--- src/rtl/shmask_pkg.sv ---
package shmask_pkg;

    localparam int DATA_W = 32;
    localparam int OP_W   = 3;

    typedef enum logic [OP_W-1:0] {
        OP_SHR_AND = 3'd0,
        OP_SHL_AND = 3'd1,
        OP_SHR_OR  = 3'd2,
        OP_SHL_OR  = 3'd3,
        OP_AND_OR  = 3'd4
    } op_e;

endpackage

--- src/rtl/shmask_shifter.sv ---
// Logarithmic barrel shifter, one mux stage per bit of the shift amount.
module shmask_shifter #(
    parameter int WIDTH = 32,
    parameter bit LEFT  = 1'b0
) (
    input  logic [WIDTH-1:0]         data_i,
    input  logic [$clog2(WIDTH)-1:0] amt_i,
    output logic [WIDTH-1:0]         data_o
);
    localparam int SH_W = $clog2(WIDTH);

    logic [WIDTH-1:0] stage [0:SH_W];

    assign stage[0] = data_i;

    for (genvar k = 0; k < SH_W; k++) begin : g_stage
        localparam int STEP = 1 << k;
        if (LEFT) begin : g_left
            assign stage[k+1] = amt_i[k] ? {stage[k][WIDTH-1-STEP:0], {STEP{1'b0}}}
                                         : stage[k];
        end else begin : g_right
            assign stage[k+1] = amt_i[k] ? {{STEP{1'b0}}, stage[k][WIDTH-1:STEP]}
                                         : stage[k];
        end
    end

    assign data_o = stage[SH_W];

    // Bits vacated by the shift must be zero (R7 for the right shifter).
    always_comb begin
        if (LEFT) begin
            p_left_fill_r2 : assert ((data_o & ~({WIDTH{1'b1}} << amt_i)) == '0);
        end else begin
            p_zero_fill_r7 : assert ((data_o & ~({WIDTH{1'b1}} >> amt_i)) == '0);
        end
    end

endmodule

--- src/rtl/shmask_merge.sv ---
// Selects the fused result for the opcode.
module shmask_merge
    import shmask_pkg::*;
#(
    parameter int WIDTH = 32
) (
    input  logic [OP_W-1:0]  op_i,
    input  logic [WIDTH-1:0] src1_i,
    input  logic [WIDTH-1:0] src2_i,
    input  logic [WIDTH-1:0] src3_i,
    input  logic [WIDTH-1:0] shr_i,
    input  logic [WIDTH-1:0] shl_i,
    output logic [WIDTH-1:0] res_o
);
    always_comb begin
        unique case (op_i)
            OP_SHR_AND: res_o = shr_i & src3_i;
            OP_SHL_AND: res_o = shl_i & src3_i;
            OP_SHR_OR:  res_o = shr_i | src3_i;
            OP_SHL_OR:  res_o = shl_i | src3_i;
            OP_AND_OR:  res_o = (src2_i & src1_i) | src3_i;
            default:    res_o = '0;
        endcase
    end

    // Merge operand shapes the result for every defined opcode.
    always_comb begin
        if (op_i == OP_SHR_AND || op_i == OP_SHL_AND) begin
            p_mask_subset_r1 : assert ((res_o & ~src3_i) == '0);
        end
        if (op_i == OP_SHR_OR || op_i == OP_SHL_OR || op_i == OP_AND_OR) begin
            p_merge_superset_r3 : assert ((res_o & src3_i) == src3_i);
        end
    end

endmodule

--- src/rtl/shmask_unit.sv ---
module shmask_unit
    import shmask_pkg::*;
#(
    parameter int WIDTH   = DATA_W,
    parameter bit REG_OUT = 1'b1
) (
    input  logic             clk,
    input  logic             rst_n,
    input  logic             in_valid,
    input  logic [OP_W-1:0]  opcode,
    input  logic [WIDTH-1:0] src1,
    input  logic [WIDTH-1:0] src2,
    input  logic [WIDTH-1:0] src3,
    output logic             out_valid,
    output logic [WIDTH-1:0] result
);
    localparam int SH_W = $clog2(WIDTH);

    typedef struct packed {
        logic             valid;
        logic [WIDTH-1:0] data;
    } out_t;

    logic [SH_W-1:0]  shamt;
    logic [WIDTH-1:0] shr_c;
    logic [WIDTH-1:0] shl_c;
    logic [WIDTH-1:0] res_c;

    assign shamt = src1[SH_W-1:0];

    shmask_shifter #(.WIDTH(WIDTH), .LEFT(1'b0)) u_shr (
        .data_i (src2),
        .amt_i  (shamt),
        .data_o (shr_c)
    );

    shmask_shifter #(.WIDTH(WIDTH), .LEFT(1'b1)) u_shl (
        .data_i (src2),
        .amt_i  (shamt),
        .data_o (shl_c)
    );

    shmask_merge #(.WIDTH(WIDTH)) u_merge (
        .op_i   (opcode),
        .src1_i (src1),
        .src2_i (src2),
        .src3_i (src3),
        .shr_i  (shr_c),
        .shl_i  (shl_c),
        .res_o  (res_c)
    );

    if (REG_OUT) begin : g_reg
        out_t st_d, st_q;

        always_comb begin
            st_d       = st_q;
            st_d.valid = in_valid;
            if (in_valid) begin
                st_d.data = res_c;
            end
        end

        always_ff @(posedge clk or negedge rst_n) begin
            if (!rst_n) begin
                st_q <= '0;
            end else begin
                st_q <= st_d;
            end
        end

        assign out_valid = st_q.valid;
        assign result    = st_q.data;

        p_valid_follows_r9 : assert property (@(posedge clk) disable iff (!rst_n)
            in_valid |=> out_valid);

        p_idle_hold_r11 : assert property (@(posedge clk) disable iff (!rst_n)
            !in_valid |=> (!out_valid && $stable(result)));

        p_unused_zero_r8 : assert property (@(posedge clk) disable iff (!rst_n)
            (in_valid && opcode > OP_AND_OR) |=> (result == '0));

        p_and_or_r5 : assert property (@(posedge clk) disable iff (!rst_n)
            (in_valid && opcode == OP_AND_OR)
                |=> (result == (($past(src2) & $past(src1)) | $past(src3))));
    end else begin : g_comb
        assign out_valid = in_valid;
        assign result    = res_c;
    end

endmodule

--- config.mk ---
export PLATFORM = sky130hd
export DESIGN_NAME = shmask_unit
export DESIGN_NICKNAME = d
export VERILOG_FILES = /design/src/rtl/shmask_pkg.sv /design/src/rtl/shmask_shifter.sv /design/src/rtl/shmask_merge.sv /design/src/rtl/shmask_unit.sv
export SDC_FILE = /design/constraint.sdc
export NUM_CORES = 1
export LEC_CHECK = 0
export ABC_AREA = 1
export ABC_CLOCK_PERIOD_IN_PS = 800
export BUFFER_PORTS_ARGS = -buffer_cell sky130_fd_sc_hd__buf_2
export CAP_MARGIN = 10
export CORE_MARGIN = 1
export CORE_UTILIZATION = 58
export CTS_CLUSTER_SIZE = 16
export DETAILED_ROUTE_END_ITERATION = 6
export GPL_TIMING_DRIVEN = 0
export PLACE_DENSITY_LB_ADDON = 0.2
export SLEW_MARGIN = 20
export SYNTH_ARGS = -nofsm -noshare
export SYNTH_HDL_FRONTEND = slang
export SYNTH_HIERARCHICAL = 1
export SYNTH_SLANG_ARGS = --single-unit
--- constraint.sdc ---
create_clock -name clk -period 0.8 [get_ports clk]
set_input_delay 0.12 -clock clk [delete_from_list [all_inputs] [get_ports clk]]
set_output_delay 0.12 -clock clk [all_outputs]
set_load 0.005 [all_outputs]
==> flow_summary.json, run 1 <==
{
  "grt_pass1_wl_um": 64500,
  "cts_max_level": 2,
  "fp.dieH_um": 110,
  "grt_pass1_vias": 11900,
  "postPlaceCellArea_um2": 8910,
  "synth_cell_types": 27,
  "status": "aborted with a tool error",
  "synthesis.nets": 1449,
  "syn_area_um2": 6810,
  "die_width_um": 110,
  "clock-sinks": 33,
  "ys_ff_latch": 33,
  "stop_stage": "5_1_grt",
  "error": "[ERROR GRT-0116] Global routing finished with congestion. Check the congestion regions in the DRC Viewer.",
  "io_buffers": 132,
  "syn-instance-count": 1347,
  "grt_overflow_total": 44,
  "pin_count": 135,
  "synth.area.top_cells": "nand3_1, nand2_1, dfrtp_1",
  "avgSynthCellArea_um2": 5.05,
  "yosysTopAreaCell": "nand3_1",
  "hpwlAfterDp_um": 24300,
  "synth_top_area_share_pct": 29.3,
  "clockRootBuffer": "clkbuf_16",
  "gp_congestion": 1.13,
  "ys_seq_area_share_pct": 12.1,
  "cts_buffers": 5,
  "initial_core_util_pct": 59.6,
  "placementRows": 39,
  "grtUsageTotal_pct": 71.7,
  "synth_warnings": 6,
  "cts_buffer_depth": 2,
  "grt_max_degree": 34
}
[synth_stat cells (all sizes together)]
library cell and n:
a21oi 32, and3 1, buf 70, clkbuf 28, clkinv 1, dfrtp 33, inv 82, nand2 431
nand3 399, nand3b 31, nand4 34, nor2 194, nor3 9, o21ai 1, or2 1
[kinds of logic after synthesis]
| logic type | after synthesis | synth area share (%) |
|---|---|---|
| compound gates | 33 | 2.48 |
| flops | 33 | 12.1 |
| simple gates | 1100 | 72.1 |
| buf+inv | 181 | 13.2 |
[routing by layer]
| metal | GRT overflow | global-route usage [%] |
|---|---|---|
| met1 | 0 | 73.6 |
| met2 | 19 | 88.4 |
| met3 | 0 | 58.9 |
| met4 | 25 | 63.0 |
| met5 | 0 | 20.1 |
[stage by stage]
stage                     hold WS [ps]  util [%]  TNS (ps)  setup WS (ps)  cells
after detailed placement           202      78.0    -38190          -1300   1622
after global placement             202      78.0    -37980          -1330   1622
after floorplan                   -176         -    -14780           -495   1347
after CTS                        -95.6      89.3    -21800           -653   1659
[repair_timing]
action	4_1_cts
hold endpoints to repair	34
gates cloned	7
pin swaps	71
setup endpoints to repair	65
buffers inserted	21
resized for setup	203
hold buffers	1
==> inputs of run 2 (changes only) <==
- CORE_UTILIZATION: 58 -> 40
- CTS_CLUSTER_SIZE: 16 -> not set
- PLACE_DENSITY_LB_ADDON: 0.2 -> 0.15
==> run 2 against run 1 <==
  * Synthesized cell count unchanged
  * Synthesized area unchanged
  * The flow now finishes, with violations (hold timing, setup timing)
==> flow_summary.json, run 2 <==
{
  "worst_pin_slew_ps": 751,
  "drt_iter0_markers": 1436,
  "postPlaceCellArea_um2": 9000,
  "placementRows": 47,
  "grt_overflow_total": 0,
  "drive_gt1_share_pct": 48.7,
  "power_density_nw_per_um2": 953,
  "finalWorstSetupSlack_ps": -700,
  "ys_top_cells_by_count": "nand2_1, nand3_1, nor2_1",
  "initial_core_util_pct": 41.1,
  "postRouteAntennaNets": 0,
  "finalSetupViolCount": 65,
  "grt_pass1_vias": 9722,
  "grtUsageTotal_pct": 39.6,
  "drt-total-wl_um": 36000,
  "cp_data_required_time_ps": 970,
  "hp-class": "primary input to async pin",
  "hold_viol_final": 33,
  "die_width_um": 132,
  "synthesis.nets": 1449,
  "worstReg2RegStart": "result[9]",
  "synth_most_common_cell": "nand2_1",
  "syn-instance-count": 1347,
  "core_area_um2": 16600,
  "reg2reg_slack_ps": -50,
  "largest_reg_flops": 32,
  "status": "complete, but fails checks",
  "p_leak_nw": 5.62,
  "antennaDiodeCount": 0,
  "clkTransAtPathRegs_ps": 60,
  "start_kind": "primary input",
  "antenna_found_initial": 0,
  "finalCritPeriodShare_pct": 188,
  "gp_congestion": 0.987,
  "drcViolationCount": 0,
  "final_cell_area_um2": 11100,
  "violations": "hold timing, setup timing",
  "n_fill_cell": 1523,
  "ys_seq_area_share_pct": 12.1,
  "via_per_inst": 6.00,
  "grt_pass1_wl_um": 53800,
  "drv_slew": 0,
  "synth.area.top_cells": "nand3_1, nand2_1, dfrtp_1",
  "pre_cts_slack_ps": -1400,
  "insertion_delay_ps": 280,
  "clock_skew_ps": 0,
  "cts_max_level": 2,
  "yosysTopAreaCell": "nand3_1",
  "cts_buffers": 5,
  "relSlewSlack_pct": 49.9,
  "synth_top_area_share_pct": 29.3,
  "cts_buffer_depth": 2,
  "grt_setup_unrepaired": "true",
  "multi_input_area_um2": 7320,
  "syn_area_um2": 6810,
  "hpwlAfterDp_um": 26600,
  "io_buffers": 132,
  "r2r_end": "result[9]",
  "timing.fmax_mhz": 667,
  "fin_worst_hold_slack_ps": -99.5,
  "synth_ff_type": "dfrtp_1",
  "async_reset_ff_share_pct": 100,
  "ys_ff_latch": 33,
  "power_mw": 10.6,
  "pin_count": 135,
  "cp-end-kind": "flip-flop",
  "num_vias": 10500,
  "reg2regPathDepth": 4,
  "final_common_cell": "nand2_1",
  "maxCapViolations": 0,
  "tns_ps": -22610,
  "grt_max_degree": 34,
  "avgSynthCellArea_um2": 5.05,
  "wire_per_inst_um": 20.6,
  "endpoint": "result[0]",
  "first_pass_iters": 6,
  "fin_nets": 1630,
  "fin_crit_ps": 1500,
  "ctsHoldBuffers": 1,
  "path_max_fanout": 10,
  "layout_common_cells": "nand2_1, nand3_2, nand3_1",
  "crit_type": "primary input to flip-flop",
  "clock-sinks": 33,
  "clockRootBuffer": "clkbuf_16",
  "seqCellArea_um2": 826,
  "cp-startpoint": "src1[0]",
  "synth_edf_count": 0,
  "die_area_um2": 17500,
  "synth_cell_types": 27,
  "fp.dieH_um": 132,
  "synth_warnings": 6,
  "cts_tree": "built",
  "syn_to_final_growth_pct": 63.3,
  "ir_drop_mv": 0.919,
  "worstPathArrival_ps": 1670
}
## run 2: layout make-up
type                            instances  area share [%]
Multi-Input combinational cell       1133            65.8
Tap cell                              220            2.48
Sequential cell                        33            7.43
Clock inverter                          2          0.0900
Clock buffer                            6            1.16
Timing Repair Buffer                  174            11.1
Buffer                                 98            8.57
Inverter                               83            3.39
## run 2: worst min-delay path by stage
stage	startpoint	to	slack [ps]	cells past startpoint
final	rst_n	result[3]	-100	1
after global routing	rst_n	result[3]	-30	1
after CTS	rst_n	result[3]	-70	1
after detailed placement	rst_n	result[3]	230	1
after global placement	rst_n	result[6]	220	1
after floorplan	rst_n	out_valid	-180	0
## run 2: where the power goes
part / switching, mW / internal (mW) / leakage (nW)
Combinational: 4.27 / 2.55 / 5.11
Sequential: 0.0884 / 1.84 / 0.431
Clock: 0.707 / 1.14 / 0.0706
## run 2: cells by family (layout without fill, tap and decap cells)
| kind of cell | count (synthesis) | after routing | share of synthesized area (%) |
|---|---|---|---|
| simple gates | 1100 | 1100 | 72.1 |
| compound gates | 33 | 33 | 2.48 |
| flops | 33 | 33 | 12.1 |
| buf+inv | 181 | 363 | 13.2 |
## run 2: worst max-delay path: stages
cell     delay [ps]
buf_16          140
buf_4           190
nand2_1         120
nand3_2         110
nand3_2         110
nand2_1          60
nand2_1          70
nand2_1          90
nand2_2         100
nand2_1          70
inv_1            70
nand2_1          80
a21oi_2         160
nor2_2           70
nand2_1          60
nand2_1          50
## run 2: metrics by stage
step                      cells  util, %
final                      1749     67.1
after global routing       1749     67.1
after CTS                  1734     63.2
after detailed placement   1699     54.3
after global placement     1699     54.3
after floorplan            1347        -
## run 2: layer usage
metal  up-vias  share of wire, %  track usage, %
li1       4813                 -               -
met4         0               5.5            18.6
met2       675                45            62.8
met5         -                 0               0
met1      4881                39            51.7
met3       122                10            7.78
## run 2: what timing repair did
item	4_1_cts	5_1_grt
setup buffers	16	13
hold endpoints to repair	34	33
cloned	10	2
resized for setup	256	128
pin swaps	89	66
setup endpoints to repair	65	65
No activity file was read; power rests on OpenSTA's default activity.
